[src/rtl/preamp_mode_pkg.sv]
package preamp_mode_pkg;

   typedef enum logic [4:0] {
      PM_SLEEP = 5'b00001,
      PM_IDLE  = 5'b00010,
      PM_READ  = 5'b00100,
      PM_WRITE = 5'b01000,
      PM_BANK  = 5'b10000
   } pm_mode_e;

   localparam int PM_NUM_MODES = 5;

endpackage

[src/rtl/preamp_mode_dec.sv]
module preamp_mode_dec
   import preamp_mode_pkg::*;
(
   input  logic     clk,
   input  logic     rst_n,
   input  logic     cfg_awake,
   input  logic     cfg_active,
   input  logic     rd_nwr,
   input  logic     bank_req,
   output pm_mode_e mode_nxt,
   output pm_mode_e mode_q
);

   logic from_read_side;

   assign from_read_side = (mode_q == PM_READ) || (mode_q == PM_BANK);

   always_comb begin
      if (!cfg_awake)
         mode_nxt = PM_SLEEP;
      else if (!cfg_active)
         mode_nxt = PM_IDLE;
      else if (rd_nwr)
         mode_nxt = PM_READ;
      else if (bank_req && from_read_side)
         mode_nxt = PM_BANK;
      else
         mode_nxt = PM_WRITE;
   end

   always_ff @(posedge clk or negedge rst_n) begin
      if (!rst_n)
         mode_q <= PM_SLEEP;
      else
         mode_q <= mode_nxt;
   end

   // exactly one mode bit is set at all times
   p_onehot_r1: assert property (@(posedge clk) disable iff (!rst_n)
      $countones(mode_q) == 1);

   // sleep request wins over everything
   p_sleep_r2: assert property (@(posedge clk) disable iff (!rst_n)
      !cfg_awake |=> mode_q == PM_SLEEP);

   // idle independent of direction pin
   p_idle_r3: assert property (@(posedge clk) disable iff (!rst_n)
      (cfg_awake && !cfg_active) |=> mode_q == PM_IDLE);

   // a request raised during plain write does not switch to bank write
   p_no_bank_from_write_r5: assert property (@(posedge clk) disable iff (!rst_n)
      (mode_q == PM_WRITE && cfg_awake && cfg_active && !rd_nwr) |=> mode_q == PM_WRITE);

endmodule

[src/rtl/preamp_wd_monitor.sv]
module preamp_wd_monitor #(
   parameter int CNT_W = 8
) (
   input  logic             clk,
   input  logic             rst_n,
   input  logic             enable,
   input  logic             wdata,
   input  logic [CNT_W-1:0] limit,
   output logic             slow_nxt
);

   localparam logic [CNT_W-1:0] CNT_MAX = {CNT_W{1'b1}};
   localparam logic [CNT_W-1:0] CNT_ONE = CNT_W'(1);

   logic             wd_q;
   logic             toggle;
   logic [CNT_W-1:0] cnt_q, cnt_nxt;
   logic             slow_q;
   logic             seen_q, seen_nxt;

   assign toggle = wdata ^ wd_q;

   always_comb begin
      cnt_nxt  = cnt_q;
      slow_nxt = slow_q;
      seen_nxt = seen_q;
      if (!enable) begin
         cnt_nxt  = '0;
         slow_nxt = 1'b0;
         seen_nxt = 1'b0;
      end else begin
         if (toggle)
            cnt_nxt = '0;
         else if (cnt_q != CNT_MAX)
            cnt_nxt = cnt_q + CNT_ONE;
         if (slow_q) begin
            if (toggle) begin
               if (seen_q) begin
                  slow_nxt = 1'b0;
                  seen_nxt = 1'b0;
               end else begin
                  seen_nxt = 1'b1;
               end
            end
         end else begin
            slow_nxt = (cnt_nxt >= limit);
         end
      end
   end

   always_ff @(posedge clk or negedge rst_n) begin
      if (!rst_n) begin
         wd_q   <= 1'b0;
         cnt_q  <= '0;
         slow_q <= 1'b0;
         seen_q <= 1'b0;
      end else begin
         wd_q   <= wdata;
         cnt_q  <= cnt_nxt;
         slow_q <= slow_nxt;
         seen_q <= seen_nxt;
      end
   end

   // flag never survives outside write mode
   p_off_clear_r10: assert property (@(posedge clk) disable iff (!rst_n)
      !enable |=> !slow_q);

   // a set flag holds while no transition arrives
   p_slow_hold_r11: assert property (@(posedge clk) disable iff (!rst_n)
      (slow_q && enable && !toggle) |=> slow_q);

endmodule

[src/rtl/preamp_vlow_hyst.sv]
module preamp_vlow_hyst (
   input  logic clk,
   input  logic rst_n,
   input  logic hold_off,
   input  logic set_in,
   input  logic clr_in,
   output logic flag_nxt
);

   logic flag_q;

   always_comb begin
      if (hold_off)
         flag_nxt = 1'b0;
      else if (set_in)
         flag_nxt = 1'b1;
      else if (clr_in)
         flag_nxt = 1'b0;
      else
         flag_nxt = flag_q;
   end

   always_ff @(posedge clk or negedge rst_n) begin
      if (!rst_n)
         flag_q <= 1'b0;
      else
         flag_q <= flag_nxt;
   end

   // detector held off clears the flag
   p_vlow_off_r8: assert property (@(posedge clk) disable iff (!rst_n)
      hold_off |=> !flag_q);

   // set has priority when the detector runs
   p_vlow_set_r12: assert property (@(posedge clk) disable iff (!rst_n)
      (set_in && !hold_off) |=> flag_q);

endmodule

[src/rtl/preamp_fault_mux.sv]
module preamp_fault_mux
   import preamp_mode_pkg::*;
#(
   parameter bit REG_OUT = 1'b1
) (
   input  logic     clk,
   input  logic     rst_n,
   input  pm_mode_e mode_nxt,
   input  logic     rd_nwr,
   input  logic     wr_open_raw,
   input  logic     wr_gnd_raw,
   input  logic     slow_flag,
   input  logic     vlow_flag,
   input  logic     open_det_en,
   input  logic     short_det_en,
   input  logic     rd_open_raw,
   input  logic     rd_short_raw,
   output logic     fault_out
);

   logic wr_hazard, rd_hazard, fault_d;

   assign wr_hazard = wr_open_raw | wr_gnd_raw | slow_flag | vlow_flag;
   assign rd_hazard = (open_det_en & rd_open_raw) | (short_det_en & rd_short_raw);

   always_comb begin
      case (mode_nxt)
         PM_WRITE: fault_d = wr_hazard;
         PM_READ:  fault_d = ~rd_hazard;
         PM_BANK:  fault_d = 1'b0;
         default:  fault_d = rd_nwr;
      endcase
   end

   generate
      if (REG_OUT) begin : g_reg
         logic fault_q;
         always_ff @(posedge clk or negedge rst_n) begin
            if (!rst_n)
               fault_q <= 1'b0;
            else
               fault_q <= fault_d;
         end
         assign fault_out = fault_q;

         // bank write keeps the output quiet
         p_bank_quiet_r8: assert property (@(posedge clk) disable iff (!rst_n)
            (mode_nxt == PM_BANK) |=> !fault_out);

         // with both read detectors off the read output stays high
         p_read_idle_high_r7: assert property (@(posedge clk) disable iff (!rst_n)
            (mode_nxt == PM_READ && !open_det_en && !short_det_en) |=> fault_out);

         // an open write head raises the output in write
         p_wr_open_r6: assert property (@(posedge clk) disable iff (!rst_n)
            (mode_nxt == PM_WRITE && wr_open_raw) |=> fault_out);
      end else begin : g_comb
         assign fault_out = fault_d;
      end
   endgenerate

endmodule

[src/rtl/preamp_mode_ctl.sv]
module preamp_mode_ctl
   import preamp_mode_pkg::*;
#(
   parameter int CNT_W     = 8,
   parameter bit FAULT_REG = 1'b1
) (
   input  logic             clk,
   input  logic             rst_n,
   input  logic             cfg_awake,
   input  logic             cfg_active,
   input  logic             rd_nwr,
   input  logic             bank_req,
   input  logic             open_det_en,
   input  logic             short_det_en,
   input  logic             wr_open_raw,
   input  logic             wr_gnd_raw,
   input  logic             rd_open_raw,
   input  logic             rd_short_raw,
   input  logic             vlow_set,
   input  logic             vlow_clr,
   input  logic             wdata,
   input  logic [CNT_W-1:0] slow_limit,
   output logic [4:0]       mode_oh,
   output logic             fault_out,
   output logic             vlow_det_en
);

   initial begin
      a_cnt_w_range: assert (CNT_W >= 2 && CNT_W <= 32)
         else $error("CNT_W must be between 2 and 32");
      a_mode_width: assert (PM_NUM_MODES == 5)
         else $error("mode encoding must have five states");
   end

   pm_mode_e mode_nxt, mode_q;
   logic     slow_nxt, vlow_nxt;

   preamp_mode_dec u_dec (
      .clk        (clk),
      .rst_n      (rst_n),
      .cfg_awake  (cfg_awake),
      .cfg_active (cfg_active),
      .rd_nwr     (rd_nwr),
      .bank_req   (bank_req),
      .mode_nxt   (mode_nxt),
      .mode_q     (mode_q)
   );

   preamp_wd_monitor #(.CNT_W(CNT_W)) u_wdmon (
      .clk      (clk),
      .rst_n    (rst_n),
      .enable   (mode_nxt == PM_WRITE),
      .wdata    (wdata),
      .limit    (slow_limit),
      .slow_nxt (slow_nxt)
   );

   preamp_vlow_hyst u_vlow (
      .clk      (clk),
      .rst_n    (rst_n),
      .hold_off (mode_nxt == PM_BANK),
      .set_in   (vlow_set),
      .clr_in   (vlow_clr),
      .flag_nxt (vlow_nxt)
   );

   preamp_fault_mux #(.REG_OUT(FAULT_REG)) u_fault (
      .clk          (clk),
      .rst_n        (rst_n),
      .mode_nxt     (mode_nxt),
      .rd_nwr       (rd_nwr),
      .wr_open_raw  (wr_open_raw),
      .wr_gnd_raw   (wr_gnd_raw),
      .slow_flag    (slow_nxt),
      .vlow_flag    (vlow_nxt),
      .open_det_en  (open_det_en),
      .short_det_en (short_det_en),
      .rd_open_raw  (rd_open_raw),
      .rd_short_raw (rd_short_raw),
      .fault_out    (fault_out)
   );

   assign mode_oh     = mode_q;
   assign vlow_det_en = (mode_q != PM_BANK);

   // detector enable drops for exactly the bank-write mode
   p_det_en_r8: assert property (@(posedge clk) disable iff (!rst_n)
      (mode_nxt == PM_BANK) |=> !vlow_det_en);

   // sleep and idle rest at the direction-pin level
   p_rest_level_r9: assert property (@(posedge clk) disable iff (!rst_n)
      (mode_nxt == PM_SLEEP || mode_nxt == PM_IDLE) |=> fault_out == $past(rd_nwr));

endmodule

[config.mk]
export PLATFORM = sky130hd
export DESIGN_NAME = preamp_mode_ctl
export DESIGN_NICKNAME = d
export VERILOG_FILES = /design/src/rtl/preamp_mode_pkg.sv /design/src/rtl/preamp_mode_dec.sv /design/src/rtl/preamp_wd_monitor.sv /design/src/rtl/preamp_vlow_hyst.sv /design/src/rtl/preamp_fault_mux.sv /design/src/rtl/preamp_mode_ctl.sv
export SDC_FILE = /design/constraint.sdc
export NUM_CORES = 1
export LEC_CHECK = 0
export ABC_AREA = 1
export BUFFER_PORTS_ARGS = -buffer_cell sky130_fd_sc_hd__buf_2
export CORE_MARGIN = 1
export CORE_UTILIZATION = 35
export CTS_CLUSTER_SIZE = 12
export DETAILED_ROUTE_END_ITERATION = 10
export HOLD_SLACK_MARGIN = 0.02
export PLACE_DENSITY = 0.58
export SLEW_MARGIN = 20
export SYNTH_ARGS = -nofsm -noshare
export SYNTH_HDL_FRONTEND = slang
export SYNTH_HIERARCHICAL = 1
export SYNTH_SLANG_ARGS = --single-unit
export TNS_END_PERCENT = 1
[constraint.sdc]
create_clock -name clk -period 2.28 [get_ports clk]
set_clock_uncertainty 0.2 [all_clocks]
set_input_delay 0.114 -clock clk [delete_from_list [all_inputs] [get_ports clk]]
set_output_delay 0.114 -clock clk [all_outputs]
set_load 0.02 [all_outputs]
==> run metrics <==
total gr overflow=0; die height=between 60 and 70 um; setup ws final=-0.1212 ns; layout cells sized above 1=about 29%; Antenna Violating Nets Remaining=0; post-DR wirelength/cell=between 9 and 10 um; Final Cycle Share=105.3%; post-synth top area share=roughly a third; post-route cell area=~1800 um2; Place WS=-0.1955 ns; final setup fails=1; PwrDens=about 380 nW/um2; Tightest Pin Transition=~0.4 ns; Flop pwr share=47.3%; internal power=534.7 uW; post-layout util=53.40%; TritonCTS buffer count=3; Pre-antenna DRT Iters=4; Final Hold Viols=0; Distinct cells, synth=23; total power=between 700 and 800 uW; commonest non-fill, non-tap cell in the layout=nand2_1; critical path class=reg -> reg; final WL=2753 um; clock power share=36.3%; # port buffers=29; worst path required time=2.27 ns; Cells after DPL=~290; largest net degree at the start of global routing=19; CTS root buffer=clkbuf_8; CTS sink cnt=18; failing checks=negative setup slack; Final Slew Violations=0; Initial Util=a little under two fifths; reg2reg setup slack=-0.12 ns; Max Clock Freq=0.4165 GHz; vias in the first global route=between 1000 and 1500; Clock Latency Late Sink=roughly 0.25 ns; vias post-DR=~1200; post-synthesis sequential area ratio=34.78%; max-cap violation count=0; Final Non-Filler Cells=303; outcome=finished, violations left; initial antenna violation count=0; Top Ports=30; Sw Ratio=a little under a quarter; Synth Warn #=6; syn avg cell area=6.593 um2; H-tree levels=1; crit end category=flip-flop; cell taking the most area after synthesis=dfrtp_1; crit start category=flip-flop; Relative slew margins=73.31%; most frequent cells in the layout=nand2_1 (51), inv_1 (40), nor2_1 (34); net switching power=approximately 170 uW; RSZ-0062 raised after global routing=true; all-layer global routing usage=around 15%; combinational share of power=between 10% and 20%; CTS Buffer Depth=2; Leak=between 1 and 1.5 nW; Mapped Nets=229; Post-synth EDFFs=0; Worst Hold Class=in -> reg; top post-synthesis cells by area=dfrtp_1 (33%), nand2_1 (16%), inv_1 (12%); Post-synth top flop=dfrtp_1; CTS clk-pin slew, worst paths=0.07 ns; Area Growth Syn to Fin=41.52%; detailed-route vias per instance=approximately 4; FP Rows=21; Core Area=around 3400 um2; placed inst area=1625 um2; Placer Congestion=a little over 0.8; Layout Nets=290; first-pass GRT wire length=4774 um; number of synthesized register bits=18; Worst Path Arrival=between 2 and 2.5 ns; DRC=0; Die X=approximately 63 um; fin crit period=2.401 ns; cell count after synthesis=197; hpwl dp=approximately 2100 um; VDD IR-drop max=around 0.00018 V; die area=a little under 4000 um2; Diodes inserted=0; Iter 0 DRT Violations=29; Post-Synthesis Cell Area=between 1000 and 1500 um2; critical path peak fanout=3; asr flop ratio synth=100.0%; CTS tree=built
[critical path: stages (launching register included)]
cell      delay [ns]
dfrtp_1         0.41
ha_4            0.18
nand2_4         0.09
clkinv_1        0.11
nand2_2         0.11
nand2_1         0.05
o211ai_1        0.11
inv_1           0.07
ha_1            0.27
nand2_1         0.06
nor2_1          0.14
nor2_2          0.05
a21oi_2         0.14
nor2_1          0.05
and2_0          0.14
nor2_1          0.08
nor2_1          0.04
nand2_1         0.04
[per-layer routing]
layer | global-route usage (%) | vias up | routed length (um)
met1 | 20.58 | 517 | 1436
met2 | 23.79 | 15 | 1236
li1 | - | 710 | -
met5 | 0 | - | 0
met3 | 1.095 | 2 | 53
met4 | 6.105 | 0 | 27
[path summary, 6_finish.rpt]
| path | start | endpoint | cells past startpoint |
|---|---|---|---|
| max in group asynchronous | rst_n | u_dec/mode_q[0] | 2 |
| hold / removal | bank_req | u_dec/mode_q[4] | 5 |
| setup reg to reg | u_wdmon/cnt_q[0] | u_fault/fault_out | 17 |
| hold reg to reg | u_wdmon/seen_q | u_wdmon/seen_q | 2 |
| min in group asynchronous | rst_n | u_wdmon/cnt_q[2] | 2 |
| setup / recovery | u_wdmon/cnt_q[0] | u_fault/fault_out | 17 |
[cell usage after synthesis, types with 2 or more instances]
cell type   n
nand4_1     2
nand2_1    55
inv_2       2
xor2_1      2
ha_1        9
nor2_1     37
nand3_1    13
inv_1      41
nor2_2      2
o21ai_0     2
dfrtp_1    17
a21oi_1     4
[through the flow]
step                       TNS, ns  hold slack (ns)
final                      -0.1212          0.02939
after global routing       -0.3209          0.04798
after CTS                  -0.1698          0.02286
after detailed placement   -0.1955          -0.1355
after global placement     -0.1819          -0.1369
after floorplan           -0.02686          -0.3816
[state kept, by name, summed over array words and instances (netlist names)]
register           cells
u_dec/mode_q           5
u_fault/fault_out      1
u_wdmon/slow_q         1
u_wdmon/seen_q         1
u_wdmon/wd_q           1
u_vlow/flag_q          1
u_wdmon/cnt_q          8
[power by group through the flow]
stage	Combinational, mW	Clock, mW	Sequential (mW)
6_report	0.115	0.255	0.332
5_1_grt	0.133	0.269	0.333
4_1_cts	0.116	0.261	0.332
3_5_place_dp	0.104	0	0.338
3_3_place_gp	0.103	0	0.338
2_1_floorplan	0.0477	0	0.343
[area by class of cell]
class / instances / area [um2]
multi-input combinational: 135 / 743.2
sequential: 18 / 451.7
clock buffer: 4 / 55.05
timing repair buffer: 56 / 365.4
inverter: 44 / 165.2
tap: 46 / 57.56
fill: 355 / 1604
[cell families (layout without fill, tap and decap cells)]
family | count (synthesis) | in the layout | share of synthesized area (%)
flip-flops | 18 | 18 | 34.78
buffers and inverters | 44 | 104 | 12.72
AND/OR/NAND/NOR | 115 | 115 | 38.54
XOR/XNOR | 2 | 2 | 1.349
AO/OA/AOI/OAI | 9 | 9 | 3.950
adder cells (fa/ha/maj) | 9 | 9 | 8.671
[what timing repair did]
item                                    CTS  global route
resized for setup                         3            10
pin swaps                                 8             6
setup buffers                             3             2
endpoints found under the setup margin    1             1
hold buffers                              7             0
endpoints found under the hold margin    25             0
No activity file was read; power rests on OpenSTA's default activity.
